File: src/rtl/dring_pkg.sv
// Shared definitions for the streaming buffer ring: message opcodes and
// the packing of the 32-bit message word.
package dring_pkg;

    typedef enum logic [3:0] {
        OP_RELEASE  = 4'd1,
        OP_NONEMPTY = 4'd2
    } dring_op_e;

    // Packs opcode, channel, buffer index and word count into one message.
    function automatic logic [31:0] pack_msg(input dring_op_e op,
                                             input logic [7:0] chan,
                                             input logic [7:0] idx,
                                             input logic [11:0] count);
        return {op, chan, idx, count};
    endfunction

endpackage

File: src/rtl/dring_hold.sv
// Ownership flags for the buffer ring. One flag per buffer is set when the
// buffer is released to the host and cleared when the host returns it.
// A return is visible in the same cycle through held_eff.
// Assumes: at most one set and one return per cycle; return indices of
// BUF_NUM or more match no buffer.
module dring_hold #(
    parameter int BUF_NUM = 4,
    localparam int IDX_W = $clog2(BUF_NUM)
) (
    input  logic               clk,
    input  logic               rst_n,
    input  logic               set_en,
    input  logic [IDX_W-1:0]   set_idx,
    input  logic               ret_en,
    input  logic [7:0]         ret_idx,
    output logic [BUF_NUM-1:0] held_q,
    output logic [BUF_NUM-1:0] held_eff,
    output logic               any_next
);
    logic [BUF_NUM-1:0] held_d;

    for (genvar i = 0; i < BUF_NUM; i++) begin : g_buf
        logic ret_hit;
        logic set_hit;
        assign ret_hit     = ret_en && (ret_idx == 8'(i));
        assign set_hit     = set_en && (set_idx == IDX_W'(i));
        assign held_eff[i] = held_q[i] && !ret_hit;
        assign held_d[i]   = held_eff[i] || set_hit;
    end

    assign any_next = |held_d;

    // Registers the ownership flags; reset hands every buffer to the block.
    always_ff @(posedge clk) begin
        if (!rst_n) held_q <= '0;
        else        held_q <= held_d;
    end
endmodule

File: src/rtl/dring_fill.sv
// Fill engine: accepts stream words into the current buffer, decides when
// a buffer is released (full, or host submit), and raises one message
// event per cycle at most (release or nonempty).
// Assumes: BUF_WORDS >= 2, so a nonempty and a full release never coincide;
// slot_ok says the message stage can take an event this cycle.
module dring_fill
    import dring_pkg::*;
#(
    parameter int DATA_W      = 32,
    parameter int BUF_WORDS   = 16,
    parameter int BUF_NUM     = 4,
    parameter int CHAN_ID     = 1,
    parameter bit NONEMPTY_EN = 1'b1,
    localparam int IDX_W  = $clog2(BUF_NUM),
    localparam int OFS_W  = $clog2(BUF_WORDS),
    localparam int ADDR_W = IDX_W + OFS_W
) (
    input  logic               clk,
    input  logic               rst_n,
    input  logic               s_valid,
    input  logic [DATA_W-1:0]  s_data,
    output logic               s_ready,
    input  logic               sub_req,
    input  logic [BUF_NUM-1:0] held_eff,
    input  logic               any_next,
    input  logic               slot_ok,
    output logic               rel_en,
    output logic [IDX_W-1:0]   rel_idx,
    output logic               buf_we,
    output logic [ADDR_W-1:0]  buf_addr,
    output logic [DATA_W-1:0]  buf_wdata,
    output logic               ev_valid,
    output logic [31:0]        ev_msg
);
    logic [IDX_W-1:0] cur_q, cur_d;
    logic [OFS_W-1:0] cnt_q, cnt_d;
    logic             sub_q, sub_d;
    logic             empty_q, empty_d;
    logic             accept, full_rel, part_rel, ne_ev;
    logic [11:0]      rel_cnt;

    // Stream handshake and buffer write.
    always_comb begin
        s_ready   = !held_eff[cur_q] && slot_ok;
        accept    = s_valid && s_ready;
        buf_we    = accept;
        buf_addr  = {cur_q, cnt_q};
        buf_wdata = s_data;
    end

    // Release and notification decisions.
    always_comb begin
        full_rel = accept && (cnt_q == OFS_W'(BUF_WORDS - 1));
        part_rel = sub_q && !accept && slot_ok && (cnt_q != '0);
        rel_en   = full_rel || part_rel;
        rel_idx  = cur_q;
        rel_cnt  = full_rel ? 12'(BUF_WORDS) : 12'(cnt_q);
        ne_ev    = NONEMPTY_EN && accept && empty_q;
        ev_valid = rel_en || ne_ev;
        ev_msg   = rel_en ? pack_msg(OP_RELEASE, 8'(CHAN_ID), 8'(cur_q), rel_cnt)
                          : pack_msg(OP_NONEMPTY, 8'(CHAN_ID), 8'(cur_q), 12'd0);
    end

    // Next-state for pointer, word count, submit request and empty flag.
    always_comb begin
        cur_d = rel_en ? cur_q + 1'b1 : cur_q;
        if (rel_en)      cnt_d = '0;
        else if (accept) cnt_d = cnt_q + 1'b1;
        else             cnt_d = cnt_q;
        if (rel_en)                                 sub_d = 1'b0;
        else if (sub_req && (cnt_q != '0 || accept)) sub_d = 1'b1;
        else                                        sub_d = sub_q;
        empty_d = accept ? 1'b0 : (empty_q || (!any_next && cnt_d == '0));
    end

    // Fill-state registers; reset points at buffer 0 with an empty channel.
    always_ff @(posedge clk) begin
        if (!rst_n) begin
            cur_q   <= '0;
            cnt_q   <= '0;
            sub_q   <= 1'b0;
            empty_q <= 1'b1;
        end else begin
            cur_q   <= cur_d;
            cnt_q   <= cnt_d;
            sub_q   <= sub_d;
            empty_q <= empty_d;
        end
    end
endmodule

File: src/rtl/dring_msgq.sv
// One-entry message stage in front of the external message FIFO. An event
// is captured and pushed as soon as the FIFO has room; while it waits it
// stays unchanged. Issues the interrupt pulse one cycle after each push.
// Assumes: the producer raises an event only when slot_ok is 1.
module dring_msgq (
    input  logic        clk,
    input  logic        rst_n,
    input  logic        ev_valid,
    input  logic [31:0] ev_msg,
    input  logic        msg_full,
    output logic        slot_ok,
    output logic        pend_q,
    output logic        msg_push,
    output logic [31:0] msg_data,
    output logic        irq
);
    logic [31:0] pmsg_q;

    // Push when holding a message and the FIFO has room.
    always_comb begin
        msg_push = pend_q && !msg_full;
        msg_data = pmsg_q;
        slot_ok  = !pend_q || !msg_full;
    end

    // Holds the waiting message; a new event refills the slot being pushed.
    always_ff @(posedge clk) begin
        if (!rst_n) begin
            pend_q <= 1'b0;
            pmsg_q <= '0;
        end else if (ev_valid) begin
            pend_q <= 1'b1;
            pmsg_q <= ev_msg;
        end else if (msg_push) begin
            pend_q <= 1'b0;
        end
    end

    // Interrupt strobe following each push.
    always_ff @(posedge clk) begin
        if (!rst_n) irq <= 1'b0;
        else        irq <= msg_push;
    end
endmodule

File: src/rtl/dring_tx.sv
// Streaming buffer ring, device-to-host direction. Fills a ring of
// BUF_NUM buffers of BUF_WORDS words each from a valid/ready stream,
// reports released buffers and the empty-to-nonempty event as messages,
// and takes buffer returns and submit commands from host register writes.
// Assumes: DATA_W is 8, 16 or 32; BUF_WORDS and BUF_NUM are powers of two,
// 2 <= BUF_WORDS <= 2048 and 2 <= BUF_NUM <= 256.
module dring_tx #(
    parameter int DATA_W      = 32,
    parameter int BUF_WORDS   = 16,
    parameter int BUF_NUM     = 4,
    parameter int CHAN_ID     = 1,
    parameter bit NONEMPTY_EN = 1'b1,
    localparam int IDX_W  = $clog2(BUF_NUM),
    localparam int OFS_W  = $clog2(BUF_WORDS),
    localparam int ADDR_W = IDX_W + OFS_W
) (
    input  logic              clk,
    input  logic              rst_n,
    input  logic              s_valid,
    input  logic [DATA_W-1:0] s_data,
    output logic              s_ready,
    input  logic              reg_we,
    input  logic              reg_op,
    input  logic [7:0]        reg_idx,
    output logic              buf_we,
    output logic [ADDR_W-1:0] buf_addr,
    output logic [DATA_W-1:0] buf_wdata,
    input  logic              msg_full,
    output logic              msg_push,
    output logic [31:0]       msg_data,
    output logic              irq
);
    logic [BUF_NUM-1:0] held_q, held_eff;
    logic               any_next, slot_ok, pend_q;
    logic               rel_en, ev_valid;
    logic [IDX_W-1:0]   rel_idx;
    logic [31:0]        ev_msg;

    dring_hold #(.BUF_NUM(BUF_NUM)) u_hold (
        .clk      (clk),
        .rst_n    (rst_n),
        .set_en   (rel_en),
        .set_idx  (rel_idx),
        .ret_en   (reg_we && !reg_op),
        .ret_idx  (reg_idx),
        .held_q   (held_q),
        .held_eff (held_eff),
        .any_next (any_next)
    );

    dring_fill #(
        .DATA_W      (DATA_W),
        .BUF_WORDS   (BUF_WORDS),
        .BUF_NUM     (BUF_NUM),
        .CHAN_ID     (CHAN_ID),
        .NONEMPTY_EN (NONEMPTY_EN)
    ) u_fill (
        .clk       (clk),
        .rst_n     (rst_n),
        .s_valid   (s_valid),
        .s_data    (s_data),
        .s_ready   (s_ready),
        .sub_req   (reg_we && reg_op),
        .held_eff  (held_eff),
        .any_next  (any_next),
        .slot_ok   (slot_ok),
        .rel_en    (rel_en),
        .rel_idx   (rel_idx),
        .buf_we    (buf_we),
        .buf_addr  (buf_addr),
        .buf_wdata (buf_wdata),
        .ev_valid  (ev_valid),
        .ev_msg    (ev_msg)
    );

    dring_msgq u_msgq (
        .clk      (clk),
        .rst_n    (rst_n),
        .ev_valid (ev_valid),
        .ev_msg   (ev_msg),
        .msg_full (msg_full),
        .slot_ok  (slot_ok),
        .pend_q   (pend_q),
        .msg_push (msg_push),
        .msg_data (msg_data),
        .irq      (irq)
    );
endmodule

File: config.mk
export PLATFORM = sky130hd
export DESIGN_NAME = dring_tx
export DESIGN_NICKNAME = d
export VERILOG_FILES = /design/src/rtl/dring_pkg.sv /design/src/rtl/dring_hold.sv /design/src/rtl/dring_fill.sv /design/src/rtl/dring_msgq.sv /design/src/rtl/dring_tx.sv
export SDC_FILE = /design/constraint.sdc
export NUM_CORES = 1
export LEC_CHECK = 0
export ABC_CLOCK_PERIOD_IN_PS = 4250
export BUFFER_PORTS_ARGS = -buffer_cell sky130_fd_sc_hd__buf_2
export CAP_MARGIN = 5
export CORE_ASPECT_RATIO = 0.75
export CORE_MARGIN = 5
export CORE_UTILIZATION = 43
export CTS_BUF_LIST = sky130_fd_sc_hd__clkbuf_16
export CTS_CLUSTER_SIZE = 14
export DETAILED_ROUTE_END_ITERATION = 12
export HOLD_SLACK_MARGIN = 0.12
export PLACE_DENSITY = 0.88
export RECOVER_POWER = 100
export SYNTH_ARGS = -nofsm -noshare
export SYNTH_HDL_FRONTEND = slang
export SYNTH_SLANG_ARGS = --single-unit
File: constraint.sdc
create_clock -name clk -period 4.25 [get_ports clk]
set_clock_uncertainty 0.05 [all_clocks]
set_input_delay 1.0625 -clock clk [delete_from_list [all_inputs] [get_ports clk]]
set_output_delay 1.0625 -clock clk [all_outputs]
set_load 0.005 [all_outputs]
Yosys cells after proc, flatten, opt, wreduce, memory -nomap -nowiden --
Cells that the tools add are included. W data, S select, Z words.
Operators by class: multiply operators 0, order comparisons 1, muxes and demuxes 9, div/mod/pow operators 0, $add $sub $neg 2, bitwise operators 1, shifts and indexed selects 0, reductions and logical operators 50, equality and inequality tests 7
Operator list (number):
- $mux W30 | 1
- $logic_and A1 B1 Y1 | 24
- $eq A8 B2 Y1 const B | 2
- $logic_not A1 Y1 | 10
- $logic_or A1 B1 Y1 | 9
- $eq A8 B1 Y1 const B | 1
- $logic_not A8 Y1 | 1
- $mux W4 | 2
- $mux W5 | 1
- $add A4 B1 Y4 const B | 1
- $eq A2 B2 Y1 const B | 2
- $eq A4 B4 Y1 const B | 1
- $logic_not A4 Y1 | 1
- $mux W1 | 4
- $reduce_bool A4 Y1 | 1
- $reduce_or A4 Y1 | 1
- $lt A2 B3 Y1 const B | 1
- $add A2 B1 Y2 const B | 1
- $bmux W1 S2 | 1
- $eq A2 B1 Y1 const B | 1
- $logic_not A2 Y1 | 1
- $reduce_bool A2 Y1 | 1
- $reduce_or A2 Y1 | 1
- $not A1 Y1 | 1
Storage, ports and cells: latch bits 0, register bits 46, input bits 46, memories kept 0, word-level logic and storage cells 78, memory bits (read-only) 0, output and inout port bits 74, bits in writable memories 0

Longest topological paths before layout --
depth after elaboration 22, gate-level depth with buffers 9, mapped depth without buffers 8

Hierarchy --
A second synthesis with hierarchy kept.
Second synthesis, totals: cells, all modules 262, area total of the unflattened synthesis 2551.2 um^2
By module, submodules not included:
- dring_msgq | seq. area each 680.7 um^2, cells each 110, area each 1311.3 um^2, times used 1
- dring_fill | seq. area each 160.2 um^2, cells each 127, area each 991.0 um^2, times used 1
- dring_hold | seq. area each 80.1 um^2, cells each 23, area each 232.7 um^2, times used 1
- dring_tx | seq. area each 0.0 um^2, cells each 2, area each 16.3 um^2, times used 1

Worst setup path before layout --
Ideal clock, no wire load.
kind input -> output, from input reg_op, to output buf_we, required time 3.138 ns, path buffers 0, arrival time 2.159 ns, cell stages on the path 5, slack 0.979 ns, cell sequence nor4b_4 -> nand2_1 -> o32ai_4 -> nand2_2 -> clkinv_1
Between the ends: cells in the longest elaborated chain, start to end 10, elaborated cells on any way between the ends 19, those cells by class mux (2); reduce/logical (17)
Ends and longest elaborated chain:
- start, declared | line dring_tx.sv:23 | input logic reg_op,
- $logic_not A1 Y1 (*) | line dring_tx.sv:44 | .ret_en (reg_we && !reg_op),
- $logic_and A1 B1 Y1 (*) | line dring_tx.sv:44
- $logic_and A1 B1 Y1 | line dring_hold.sv:25 | assign ret_hit = ret_en && (ret_idx == 8'(i));
- $logic_not A1 Y1 | line dring_hold.sv:27 | assign held_eff[i] = held_q[i] && !ret_hit;
- $logic_and A1 B1 Y1 | line dring_hold.sv:27
- $bmux W1 S2 (*) | line dring_fill.sv:44 | s_ready = !held_eff[cur_q] && slot_ok;
- $mux W1 (not written as such) (*) | line dring_fill.sv:44
- $logic_not A1 Y1 (*) | line dring_fill.sv:44
- $logic_and A1 B1 Y1 (*) | line dring_fill.sv:44
- $logic_and A1 B1 Y1 (*) | line dring_fill.sv:45 | accept = s_valid && s_ready;
- end, declared | line dring_tx.sv:25 | output logic buf_we,
Mark *: on every way between the ends. The rest lies on a longest branch, timed or not. The select of a mux whose other input is x is not followed.

Final worst setup path --
Same ends and word-level chain as after synthesis.

==> out/metrics.cfg <==
[outcome]
status = complete, no violations

[worst_setup_path]
max_stage_delay_ns = 0.44
r2r_slack_ns = 1.39
cp.required_ns = 3.14
start_kind = primary input
crit_buf_inv = 3
cp_common_cell = nand2_1
crit_path_top_delay_cell = nor4b_4
cp_data_arrival_time_ns = 2.67
crit_chain = clkbuf_1 > nor4b_4 > nand2_1 > o32ai_4 > nand2_1 > clkinv_1 > buf_2
r2r_cells = 7
critical_path_class = in -> out
cp_top_family = simple AND/OR/NAND/NOR gates
cp-end-kind = primary output
rr_startpoint = u_fill.rel_idx[0]
r2r_end = u_msgq.msg_data[3]
critPathMaxFanout = 8

[detailed_routing]
wl_um = 3360
vias_per_cell = 5.08
top_layer_used = met4
vias = 1255
wire_per_inst_um = 13.6
met2_length_um = 1600
wl_met1_um = 1340
dr.pass1.iters = 4
first_iter_violations = 116
ant_nets = 0
met3WireLength_um = 356
drc = 0

[pwr]
peakVddDrop_uv = 254
p_leak_nw = 0.653
p_per_area_mw_per_mm2 = 320

[cells_and_area]
antenna_cells_inserted = 0
fin_area_mm2 = 0.00161
synthToLayoutAreaGrowth_pct = -4.96
final_layout_size_suffix_gt1_share_pct = 16.4
fin_nets = 249
n_fill_cell = 393
finish.utilization_pct = 43.1

[placed_design]
dp_hpwl_um = 2650
place_area_mm2 = 0.00156
place_congestion = 0.853
io_buffers = 33

[global_route]
grt_max_degree = 15
overflow = 0
grt_pass1_vias = 1212
antenna_found_initial = 0
grt.total_usage_pct = 13.0
grt_pass1_wl_um = 5420

[floorplanning]
rows = 19
coreArea_mm2 = 0.00373
initial_core_util_pct = 45.3
fp.dieArea_mm2 = 0.00530
die_y_um = 64.3
die_w_um = 82.4
num_io_pins = 120

[logic_synthesis]
yosysWarnings = 0
syn_area_per_cell_um2 = 8.50
synth_flop_cell = dfxtp_1
syn_inst = 199
ys_seq_area_share_pct = 28.4
synth_edf_count = 0
synth_seq_cells = 24
async_flop_share_pct = 0
yosysUniqueCellTypes = 41
syn_area_mm2 = 0.00169

[clocking]
ctsHoldBuffers = 0
post_cts_buffers = 0
cts_buffers = 3
clk_path_buf_depth = 2
cts.sinks = 24
cts_tree = yes
cts-resized-gates = 0
insertion_delay_ns = 0.26
root_buffer = clkbuf_16
htreeDepth = 1
clkTransAtPathRegs_ns = 0.06

[timing]
fin_crit_sh_pct = 89.0
hold_viol = 0
tightest_slew_ns = 0.605
grt_setup_unrepaired = no
slew_headroom_pct = 59.7
tns_ns = 0
final_max_slew_viol_count = 0
fmax_mhz = 264
finalCriticalPeriod_ns = 3.78
finalSetupViolCount = 0

[hold_path]
min-delay-path-class = reg -> reg
holdPathStages = 1
hp-start = u_msgq.msg_data[20]
hold_end = u_msgq.msg_data[20]

[run]
max-cap-violations = 0

per-layer routing:
| metal | GRT usage [%] | vias to the layer above |
|---|---|---|
| met5 | 0 | - |
| met1 | 14.7 | 598 |
| li1 | - | 588 |
| met2 | 20.0 | 57 |
| met3 | 7.72 | 12 |
| met4 | 5.19 | 0 |
state kept, by name, summed over array words and instances, names as in the netlist:
register	flops
u_fill.cnt_q	4
u_fill.empty_q	1
u_fill.rel_idx	2
u_fill.sub_q	1
u_hold.held_q	4
u_msgq.irq	1
u_msgq.msg_data	10
u_msgq.pend_q	1
area by class of cell:
class	count	area, um2	area share [%]
clock buffer	3	75.1	4.67
multi-input combinational	127	806	50.1
inverter	7	26.3	1.63
sequential	24	480	29.9
timing repair buffer	34	155	9.65
tap	52	65.1	4.05
cell usage after synthesis (all sizes together) (3+ instances only):
cell | number | area, um2
ha | 6 | 75.1
buf | 58 | 430
or2 | 3 | 18.8
a21oi | 7 | 35.0
nand2 | 14 | 55.1
inv | 6 | 22.5
o21ai | 5 | 25.0
mux2i | 6 | 60.1
nand4 | 3 | 18.8
a32o | 4 | 40.0
nand3 | 8 | 40.0
nand2b | 3 | 18.8
dfxtp | 24 | 480
nor3 | 3 | 20.0
clkbuf | 4 | 15.0
and2 | 4 | 25.0
nor2 | 17 | 63.8
worst reg2reg max path: stages (launching register included):
cell,delay [ns]
dfxtp_1,0.63
mux2i_1,0.29
o22ai_1,0.17
o32ai_4,0.40
mux2i_1,0.28
clkbuf_1,0.50
nor3_1,0.20
a32o_1,0.24
placed cells by master, fill, tap and decap left out, drive strengths merged, types with 3 or more instances in the layout:
cell type	instances
mux2i	6
and2	4
conb	22
nand2b	3
nand2	14
nor3	3
nand3	8
nor2	17
or2	3
ha	6
o21ai	5
inv	6
buf	22
clkbuf	15
a32o	4
a21oi	7
nand4	3
dfxtp	24
report_power, final:
| part | switching (mW) | total, mW | internal (mW) |
|---|---|---|---|
| combinational | 0.0439 | 0.0715 | 0.0276 |
| sequential | 0.00867 | 0.242 | 0.233 |
| clock | 0.0766 | 0.201 | 0.124 |
| total | 0.129 | 0.515 | 0.385 |
logic make-up after synthesis:
family | count (synthesis) | synth area share, %
xor gates and xnor gates | 3 | 1.55
muxes | 8 | 5.55
and+or+nand+nor | 60 | 19.4
AOI/OAI and AO/OA | 28 | 12.6
other | 1 | 0.222
DFF | 24 | 28.4
adders and majority gates | 6 | 4.44
buffers and inverters | 69 | 27.9
worst max path at each step:
| stage | from | endpoint | slack (ns) | cells past startpoint |
|---|---|---|---|---|
| after floorplan | reg_op | buf_we | 0.98 | 5 |
| after global placement | reg_op | buf_we | 0.63 | 7 |
| after detailed placement | reg_op | buf_we | 0.55 | 7 |
| after CTS | reg_op | buf_we | 0.55 | 7 |
| after global routing | reg_op | buf_we | 0.36 | 7 |
| final | reg_op | buf_we | 0.47 | 7 |
stage by stage:
step / power (mW) / instances / hold slack [ns] / worst slack [ns]
floorplan: 0.332 / 220 / 0.386 / 0.979
global placement: 0.317 / 244 / 0.394 / 0.629
detailed placement: 0.320 / 244 / 0.399 / 0.550
CTS: 0.521 / 247 / 0.413 / 0.545
global route: 0.540 / 247 / 0.437 / 0.358
finish: 0.515 / 247 / 0.409 / 0.467
Note: power is estimated with default switching activity, not from simulation.
